`config.mk`:
```
export PLATFORM = sky130hd
export DESIGN_NAME = ahbq_target
export DESIGN_NICKNAME = d
export VERILOG_FILES = /design/src/rtl/ahbq_pkg.sv /design/src/rtl/ahbq_qualify.sv /design/src/rtl/ahbq_wait_ctrl.sv /design/src/rtl/ahbq_regbank.sv /design/src/rtl/ahbq_target.sv
export SDC_FILE = /design/constraint.sdc
export NUM_CORES = 1
export LEC_CHECK = 0
export ABC_AREA = 1
export CAP_MARGIN = 20
export CORE_ASPECT_RATIO = 0.75
export CORE_MARGIN = 5
export CORE_UTILIZATION = 49
export DETAILED_ROUTE_END_ITERATION = 10
export PLACE_DENSITY_LB_ADDON = 0.2
export REMOVE_ABC_BUFFERS = 1
export SYNTH_ARGS = -nofsm -noshare
export SYNTH_HDL_FRONTEND = slang
export SYNTH_HIERARCHICAL = 1
export SYNTH_SLANG_ARGS = --single-unit
```
`constraint.sdc`:
```
create_clock -name clk -period 2 [get_ports clk]
set_clock_uncertainty 0.2 [all_clocks]
set_input_delay 0.2 -clock clk [delete_from_list [all_inputs] [get_ports clk]]
set_output_delay 0.2 -clock clk [all_outputs]
set_load 0.1 [all_outputs]
```
`src/rtl/ahbq_pkg.sv`:
```
package ahbq_pkg;

  typedef enum logic [1:0] {
    TR_IDLE   = 2'b00,
    TR_BUSY   = 2'b01,
    TR_NONSEQ = 2'b10,
    TR_SEQ    = 2'b11
  } trans_e;

  // Byte-lane enables for a naturally aligned access of 2**size bytes.
  function automatic logic [7:0] lane_mask(input logic [2:0] size,
                                           input logic [2:0] off,
                                           input int lanes);
    int nb;
    int base;
    logic [15:0] ones;
    nb = 1 << size;
    if (nb > lanes) nb = lanes;
    base = int'(off) & ~(nb - 1) & (lanes - 1);
    ones = (16'd1 << nb) - 16'd1;
    return ones[7:0] << base;
  endfunction

endpackage

```
`src/rtl/ahbq_qualify.sv`:
```
module ahbq_qualify #(
  parameter int ADDR_W = 12
) (
  input  logic              clk,
  input  logic              rst_n,
  input  logic [1:0]        trans_type,
  input  logic              slot_sel,
  input  logic              bus_ready,
  input  logic [ADDR_W-1:0] addr,
  input  logic              wr_en,
  input  logic [2:0]        xfer_size,
  output logic              commit,
  output logic [ADDR_W-1:0] cap_addr,
  output logic              cap_write,
  output logic [2:0]        cap_size
);
  import ahbq_pkg::*;

  logic real_xfer;

  always_comb begin
    real_xfer = (trans_type == TR_NONSEQ) || (trans_type == TR_SEQ);
    commit    = real_xfer && slot_sel && bus_ready;
  end

  always_ff @(posedge clk or negedge rst_n) begin
    if (!rst_n) begin
      cap_addr  <= '0;
      cap_write <= 1'b0;
      cap_size  <= '0;
    end else if (commit) begin
      cap_addr  <= addr;
      cap_write <= wr_en;
      cap_size  <= xfer_size;
    end
  end

  // nothing is captured while the shared bus is stalled
  a_r4_hold_when_stalled: assert property (@(posedge clk) disable iff (!rst_n)
    !bus_ready |=> ($stable(cap_addr) && $stable(cap_write) && $stable(cap_size)));

  // an IDLE or BUSY cycle captures nothing
  a_r2_no_capture_idle: assert property (@(posedge clk) disable iff (!rst_n)
    !trans_type[1] |=> $stable(cap_addr));

endmodule

```
`src/rtl/ahbq_wait_ctrl.sv`:
```
module ahbq_wait_ctrl #(
  parameter int WAIT_N = 2
) (
  input  logic clk,
  input  logic rst_n,
  input  logic commit,
  output logic in_data,
  output logic last,
  output logic ready_out
);
  localparam int CNT_W = (WAIT_N < 1) ? 1 : $clog2(WAIT_N + 1);
  localparam logic [CNT_W-1:0] LOAD = CNT_W'(WAIT_N);

  logic [CNT_W-1:0] cnt_q;

  always_ff @(posedge clk or negedge rst_n) begin
    if (!rst_n) begin
      in_data <= 1'b0;
      cnt_q   <= '0;
    end else if (commit) begin
      in_data <= 1'b1;
      cnt_q   <= LOAD;
    end else if (in_data && cnt_q != '0) begin
      cnt_q   <= cnt_q - 1'b1;
    end else begin
      in_data <= 1'b0;
    end
  end

  always_comb begin
    last      = in_data && (cnt_q == '0);
    ready_out = !(in_data && (cnt_q != '0));
  end

  // the first data-phase cycle stalls unless no wait states are configured
  a_r5_commit_then_wait: assert property (@(posedge clk) disable iff (!rst_n)
    commit |=> (ready_out == (WAIT_N == 0)));

  // every stalled cycle moves one step closer to completion
  a_r5_count_down: assert property (@(posedge clk) disable iff (!rst_n)
    (in_data && cnt_q != '0 && !commit) |=> (in_data && cnt_q == $past(cnt_q) - 1'b1));

endmodule

```
`src/rtl/ahbq_regbank.sv`:
```
module ahbq_regbank #(
  parameter int DATA_W     = 32,
  parameter int NUM_REGS   = 4,
  parameter int STATUS_IDX = 1,
  localparam int IDX_W     = $clog2(NUM_REGS),
  localparam int LANES     = DATA_W / 8,
  localparam int OFF_W     = $clog2(LANES)
) (
  input  logic              clk,
  input  logic              rst_n,
  input  logic              last,
  input  logic              is_write,
  input  logic [IDX_W-1:0]  idx,
  input  logic [2:0]        size,
  input  logic [OFF_W-1:0]  off,
  input  logic [DATA_W-1:0] wdata,
  output logic [DATA_W-1:0] rdata
);
  import ahbq_pkg::*;

  localparam logic [IDX_W-1:0] ST = IDX_W'(STATUS_IDX);

  logic                do_wr;
  logic                do_rd;
  logic [7:0]          mask8;
  logic [LANES-1:0]    lane_en;
  logic [NUM_REGS-1:0] wr_hit;
  logic [NUM_REGS-1:0] status_q;
  logic [DATA_W-1:0]   reg_view [NUM_REGS];

  always_comb begin
    do_wr   = last && is_write;
    do_rd   = last && !is_write;
    mask8   = lane_mask(size, 3'(off), LANES);
    lane_en = mask8[LANES-1:0];
    for (int k = 0; k < NUM_REGS; k++) begin
      wr_hit[k] = do_wr && (idx == IDX_W'(k)) && (k != STATUS_IDX);
    end
  end

  for (genvar k = 0; k < NUM_REGS; k++) begin : g_reg
    if (k == STATUS_IDX) begin : g_stat
      assign reg_view[k] = DATA_W'(status_q);
    end else begin : g_rw
      logic [DATA_W-1:0] q;
      always_ff @(posedge clk or negedge rst_n) begin
        if (!rst_n) begin
          q <= '0;
        end else if (wr_hit[k]) begin
          for (int b = 0; b < LANES; b++) begin
            if (lane_en[b]) q[8*b +: 8] <= wdata[8*b +: 8];
          end
        end
      end
      assign reg_view[k] = q;
    end
  end

  always_ff @(posedge clk or negedge rst_n) begin
    if (!rst_n) begin
      status_q <= '0;
    end else if (do_rd && idx == ST) begin
      status_q <= '0;
    end else begin
      status_q <= status_q | wr_hit;
    end
  end

  assign rdata = do_rd ? reg_view[idx] : '0;

  // a completed read of the status register leaves it clear
  a_r8_clear_on_read: assert property (@(posedge clk) disable iff (!rst_n)
    (do_rd && idx == ST) |=> (status_q == '0));

  // flags move only when a data phase completes
  a_r2_status_quiet: assert property (@(posedge clk) disable iff (!rst_n)
    !last |=> $stable(status_q));

  // a write to the status offset sets no flag
  a_r8_status_write_ignored: assert property (@(posedge clk) disable iff (!rst_n)
    (do_wr && idx == ST) |=> $stable(status_q));

endmodule

```
`src/rtl/ahbq_target.sv`:
```
module ahbq_target #(
  parameter int ADDR_W     = 12,
  parameter int DATA_W     = 32,
  parameter int NUM_REGS   = 4,
  parameter int STATUS_IDX = 1,
  parameter int WAIT_N     = 2
) (
  input  logic              clk,
  input  logic              rst_n,
  input  logic [1:0]        trans_type,
  input  logic              slot_sel,
  input  logic              bus_ready,
  input  logic [ADDR_W-1:0] addr,
  input  logic              wr_en,
  input  logic [2:0]        xfer_size,
  input  logic [DATA_W-1:0] wdata,
  output logic [DATA_W-1:0] rdata,
  output logic              ready_out,
  output logic              resp_err
);
  localparam int IDX_W = $clog2(NUM_REGS);
  localparam int OFF_W = $clog2(DATA_W / 8);

  logic              commit;
  logic [ADDR_W-1:0] cap_addr;
  logic              cap_write;
  logic [2:0]        cap_size;
  logic              in_data;
  logic              last;

  ahbq_qualify #(.ADDR_W(ADDR_W)) u_qual (
    .clk(clk), .rst_n(rst_n), .trans_type(trans_type), .slot_sel(slot_sel),
    .bus_ready(bus_ready), .addr(addr), .wr_en(wr_en), .xfer_size(xfer_size),
    .commit(commit), .cap_addr(cap_addr), .cap_write(cap_write), .cap_size(cap_size)
  );

  ahbq_wait_ctrl #(.WAIT_N(WAIT_N)) u_wait (
    .clk(clk), .rst_n(rst_n), .commit(commit),
    .in_data(in_data), .last(last), .ready_out(ready_out)
  );

  ahbq_regbank #(.DATA_W(DATA_W), .NUM_REGS(NUM_REGS), .STATUS_IDX(STATUS_IDX)) u_bank (
    .clk(clk), .rst_n(rst_n), .last(last), .is_write(cap_write),
    .idx(cap_addr[OFF_W +: IDX_W]), .size(cap_size), .off(cap_addr[OFF_W-1:0]),
    .wdata(wdata), .rdata(rdata)
  );

  assign resp_err = 1'b0;

  // without a selected real transfer on an advancing bus, a ready target stays ready
  a_r3_unselected_stays_ready: assert property (@(posedge clk) disable iff (!rst_n)
    (ready_out && !(slot_sel && trans_type[1] && bus_ready)) |=> ready_out);

  // read data appears only when the bus is being released
  a_r6_rdata_only_when_ready: assert property (@(posedge clk) disable iff (!rst_n)
    !ready_out |-> (rdata == '0));

endmodule

```
# --- Yosys cells after proc, flatten, opt, wreduce, memory -nomap -nowiden ---
# Index checks and enable logic that the tools add are counted.
word_totals:
  reg_bits: 111
  output_inout_bits: 34
classes:
  add_sub_neg: 3
  magnitude_cmp: 2
  eq_ne: 6
  shift: 3
  mux: 10
  n_bitwise: 4
  n_reduce_logical: 29
op_table:
  columns: ["op", "n"]
  rows:
  - ["32-bit 2-to-1 mux", 4]
  - ["32-bit binary-select mux with 2-bit select", 1]
  - ["32-bit by 4-bit > comparator with 1-bit output, second input constant", 1]
  - ["1-bit by 3-bit left shift with 32-bit output, first input constant", 1]
  - ["1-bit by 32-bit left shift with 8-bit output, first input constant", 1]
  - ["2-bit AND reduction", 12]
  - ["1-bit logical AND", 10]
  - ["2-bit == test, second input constant", 4]
  - ["8-bit by 2-bit left shift with 4-bit output", 1]
  - ["8-bit by 1-bit subtractor with 8-bit output, second input constant", 1]
  - ["2-bit logical NOT", 2]
  - ["2-bit 2-to-1 mux", 2]
  - ["4-bit 2-to-1 mux", 1]
  - ["4-bit OR", 1]
  - ["2-bit nonzero test", 2]
  - ["3-bit greater-or-equal comparator, second input constant", 1]
  - ["2-bit inverter with 3-bit output", 1]
  - ["2-bit AND", 1]
  - ["2-bit by 1-bit == test with 1-bit output, second input constant", 1]
  - ["1-bit logical NOT", 2]
  - ["1-bit 2-to-1 mux", 2]
  - ["2-bit != test, second input constant", 1]
  - ["2-bit inverter", 1]
  - ["2-bit by 1-bit subtractor with 2-bit output, second input constant", 1]
  - ["2 further kinds", 2]

# --- Logic depth before layout (Yosys ltp) ---
logic_depth:
  depth_word: 8
  mapped_depth: 11
  ltp_nobuf: 11

# --- Hierarchy ---
# Netlist, hierarchy kept.
by_module_without_submodules:
  columns: ["mod", "instances", "cells_per_inst", "area_per_inst_um2"]
  rows:
  - ["ahbq_regbank", 1, 606, 4913.5]
  - ["ahbq_qualify", 1, 73, 690.7]
  - ["ahbq_wait_ctrl", 1, 20, 160.2]
  - ["ahbq_target", 1, 2, 11.3]

# --- Worst setup path after synthesis ---
# OpenSTA, ideal clock, no wires.
synth_timing:
  path_type: "reg-to-output"
  start: "reg u_qual.cap_addr[2]"
  end: "out rdata[0]"
  arrival_ns: 2.636
  required_time_ns: 1.600
  setup_slack_ns: -1.036
  stages_incl_launch_ff: 5
  path_buffers: 1
  cell_sequence: "dfrtp_1 > nor2_1 > buf_2 > nand2_1 > a41oi_1"
synth_via:
  elab_chain_len: 5
synth_lines:
  columns: ["element", "line_no", "text"]
  rows:
  - ["start: declaration", "ahbq_qualify.sv:13", "output logic [ADDR_W-1:0] cap_addr,"]
  - ["start signal: assignment", "ahbq_qualify.sv:32", "cap_addr <= addr;"]
  - ["2-bit inverter with 3-bit output (not written as such)", "ahbq_regbank.sv:69", "assign rdata = do_rd ? reg_view[idx] : '0;"]
  - ["32-bit binary-select mux with 2-bit select", "ahbq_regbank.sv:69", null]
  - ["32-bit 2-to-1 mux (not written as such) (2 in series)", "ahbq_regbank.sv:69", null]
  - ["32-bit 2-to-1 mux", "ahbq_regbank.sv:69", null]
  - ["end: declaration", "ahbq_target.sv:17", "output logic [DATA_W-1:0] rdata,"]
# No other way between the ends. The select of a mux whose other input is x is not followed.

# --- Worst setup path after layout ---
layout_timing:
  start: "reg u_wait.cnt_q[0]"
  end: "reg u_bank.g_reg[3].g_rw.q[30]"
layout_via:
  elab_chain_len: 5
layout_lines:
  columns: ["element", "line_no", "text"]
  rows:
  - ["start: declaration", "ahbq_wait_ctrl.sv:14", "logic [CNT_W-1:0] cnt_q;"]
  - ["start signal: assignment", "ahbq_wait_ctrl.sv:24", "cnt_q <= cnt_q - 1'b1;"]
  - ["2-bit logical NOT", "ahbq_wait_ctrl.sv:31", "last = in_data && (cnt_q == '0);"]
  - ["1-bit logical AND", "ahbq_wait_ctrl.sv:31", null]
  - ["net last", "ahbq_target.sv:29", "logic last;"]
  - ["1-bit logical AND", "ahbq_regbank.sv:32", "do_wr = last && is_write;"]
  - ["1-bit logical AND", "ahbq_regbank.sv:37", "wr_hit[k] = do_wr && (idx == IDX_W'(k)) && (k != STATUS_IDX);"]
  - ["2-bit AND reduction (no source line)", null, null]
  - ["end signal: indexed assignment", "ahbq_regbank.sv:51", "if (lane_en[b]) q[8*b +: 8] <= wdata[8*b +: 8];"]
  - ["end: declaration", "ahbq_regbank.sv:45", "logic [DATA_W-1:0] q;"]
# The timed path passes the listed nets, and every way through them passes these cells.
# A chain may end at the register's enable or synchronous reset.

==> flow_summary.ini <==
[worst_setup_path]
cp-startpoint = u_wait/cnt_q[0]
slowest_delay_ps = 390
crit_required_ps = 2090
crit_type = register to register
worstPathArrival_ps = 2380
critPathCapture = u_bank/g_reg[3].g_rw.q[30]
crit_family = buffers and inverters
rrSetupSlack_ps = -290
crit_path_start_kind = register
worst_path_max_delay_cell = dfrtp_1
reg2reg_from = u_wait/cnt_q[0]
cp_max_fo = 6
path_cells = inv_1 > ha_2 > nand2_1 > inv_2 > buf_4 > buf_6 > nand2_8 > buf_6 > nor2_4 > buf_12 > buf_12 > buf_8 > buf_8 > nand3_2 > nand2_1
cp-end-kind = register
path_depth = 15
reg2reg_depth = 15
critPathBufInv = 9
timing.rr.end = u_bank/g_reg[3].g_rw.q[30]

[global_route]
grt_pass1_wl_um = 25800
grt_pass1_vias = 5171
grt_usage = 0.239
grt_overflow_total = 0
antenna_found_initial = 0
grt_max_degree = 111

[logic_synthesis]
yosysWarnings = 6
syn_area_sq_mm = 0.00547
avgSynthCellArea_sq_um = 8.17
syn_inst = 669

[detailed_routing]
wl_per_cell_um = 19.5
drt_first_iter_violations = 490
drcViolationCount = 0
vias_per_cell = 5.84
vias = 5561
route.antenna.remaining_nets = 0
wirelength_um = 18600
drtPass1Iterations = 5

[outcome]
violations = negative setup slack
status = finished, violations left

[clock_network]
clk_latency_ps = 350
cts_buffers = 9
htreeDepth = 3
tritoncts = built
clkSinkCount = 110
clk_pin_slew_ps = 70
cts-root-buf = clkbuf_16
clockBufferDepth = 2

[pwr]
p_switching_mw = 3.72
p_comb_frac = 0.414
p_leak_nw = 4.35
switching_share = 0.396
vdd_drop_max_mv = 0.653
p_per_area_mw_per_mm2 = 1080
power_frac_clock = 0.201
p_int_mw = 5.68
seqPwrFrac = 0.386

[placement]
dp_slack_ps = -168
dp_cells = 889
hpwl_um = 9330
io_buffers = 77
routabilityCongestion = 0.824

[sta]
hold-worst-slack_ps = 224
fmax_mhz = 437
tns_ps = -20910
maxSlewViolCount = 0
maxSlewHeadroom = 0.595
worst_pin_slew_ps = 607
hold_viol_final = 0
fin_crit_sh = 1.15
setup_violations = 116
rsz0062_at_grt = true
setup_slack_ps = -290
post-route-min-period_ps = 2290

[layout]
final_util = 0.798
n_antenna_cell = 0
seq_area_sq_mm = 0.00276
num-nets-final = 864
fillers = 634
drive_above_1_share = 0.425
layout.cells.non_filler = 952
syn_to_final_growth_pct = 59.2
multi_input_area_sq_mm = 0.00312

[floorplanning]
top_level_ports = 88
row_count = 33
core-area_sq_mm = 0.0109
die_h_um = 101
start_util = 0.501
die_area_sq_mm = 0.0134
die_x_um = 132

[hold_path]
hold_path_class = input pin to register

[run]
maxCapViolations = 0
## area by class of cell
class,count,area share
flip-flops and latches,110,0.317
inverters,60,0.0293
repair buffers,160,0.240
multi-input cells,467,0.358
clock buffers,10,0.0263
clock inverters,5,0.00863
well taps,140,0.0201
## worst min-delay path by stage
| stage | to | from | cells after the start |
|---|---|---|---|
| global placement | u_bank/g_reg[3].g_rw.q[5] | rst_n | 2 |
| floorplan | u_bank/g_reg[0].g_rw.q[0] | rst_n | 0 |
| global route | u_qual/cap_addr[1] | addr[1] | 3 |
| detailed placement | u_bank/g_reg[3].g_rw.q[5] | rst_n | 2 |
| CTS | u_qual/cap_addr[1] | addr[1] | 3 |
| finish | u_qual/cap_addr[1] | addr[1] | 3 |
## cell usage in the layout, fill, tap and decap left out, types with 17 or more instances in the layout
cell type	instances
buf_4	33
clkdlybuf4s50_1	43
buf_6	27
nand4_1	32
a22oi_1	17
nand2_1	190
buf_12	45
o21ai_1	31
nand2_2	64
inv_1	22
inv_2	28
dfrtp_1	108
nand3_2	23
nand2_4	26
## layer usage
metal	up-vias	wire length (um)	global-route usage
met4	0	703	0.0980
met5	-	0	0
met1	2735	7330	0.304
met3	74	1390	0.0576
li1	2454	-	-
met2	298	9190	0.399
## worst reg2reg max path, stage by stage, from the launching register on
cell	delay, ps
dfrtp_1	390
inv_1	60
ha_2	170
nand2_1	60
inv_2	60
buf_4	100
buf_6	100
nand2_8	60
buf_6	140
nor2_4	230
buf_12	160
buf_12	120
buf_8	120
buf_8	130
nand3_2	70
nand2_1	80
## power by group through the flow
stage | combinational [mW] | sequential, mW | clock [mW]
6_report | 3.89 | 3.63 | 1.89
3_5_place_dp | 2.69 | 3.50 | 0
3_3_place_gp | 2.59 | 3.45 | 0
4_1_cts | 3.18 | 3.48 | 1.88
2_1_floorplan | 1.72 | 3.38 | 0
5_1_grt | 4.15 | 3.70 | 1.97
## sequential cells by signal, summed over array words and instances (netlist names)
register          cells
u_wait/in_data        1
u_wait/cnt_q          2
u_qual/cap_addr       4
u_qual/cap_write      1
u_bank/g.g_rw.q      96
u_qual/cap_size       3
u_bank/status_q       3
## through the flow
stage,area [sq um],power (mW)
floorplan,5220,5.10
global placement,6870,6.04
detailed placement,6870,6.18
CTS,7710,8.54
global route,8700,9.82
finish,8700,9.40
## repair_timing
action	CTS	global route
buffers inserted	14	25
setup endpoints to repair	114	130
cloned	6	6
resized for setup	113	199
pin swaps	23	77
endpoints found under the hold margin	110	0
hold buffers	1	0
(Power assumes the default switching activity.)
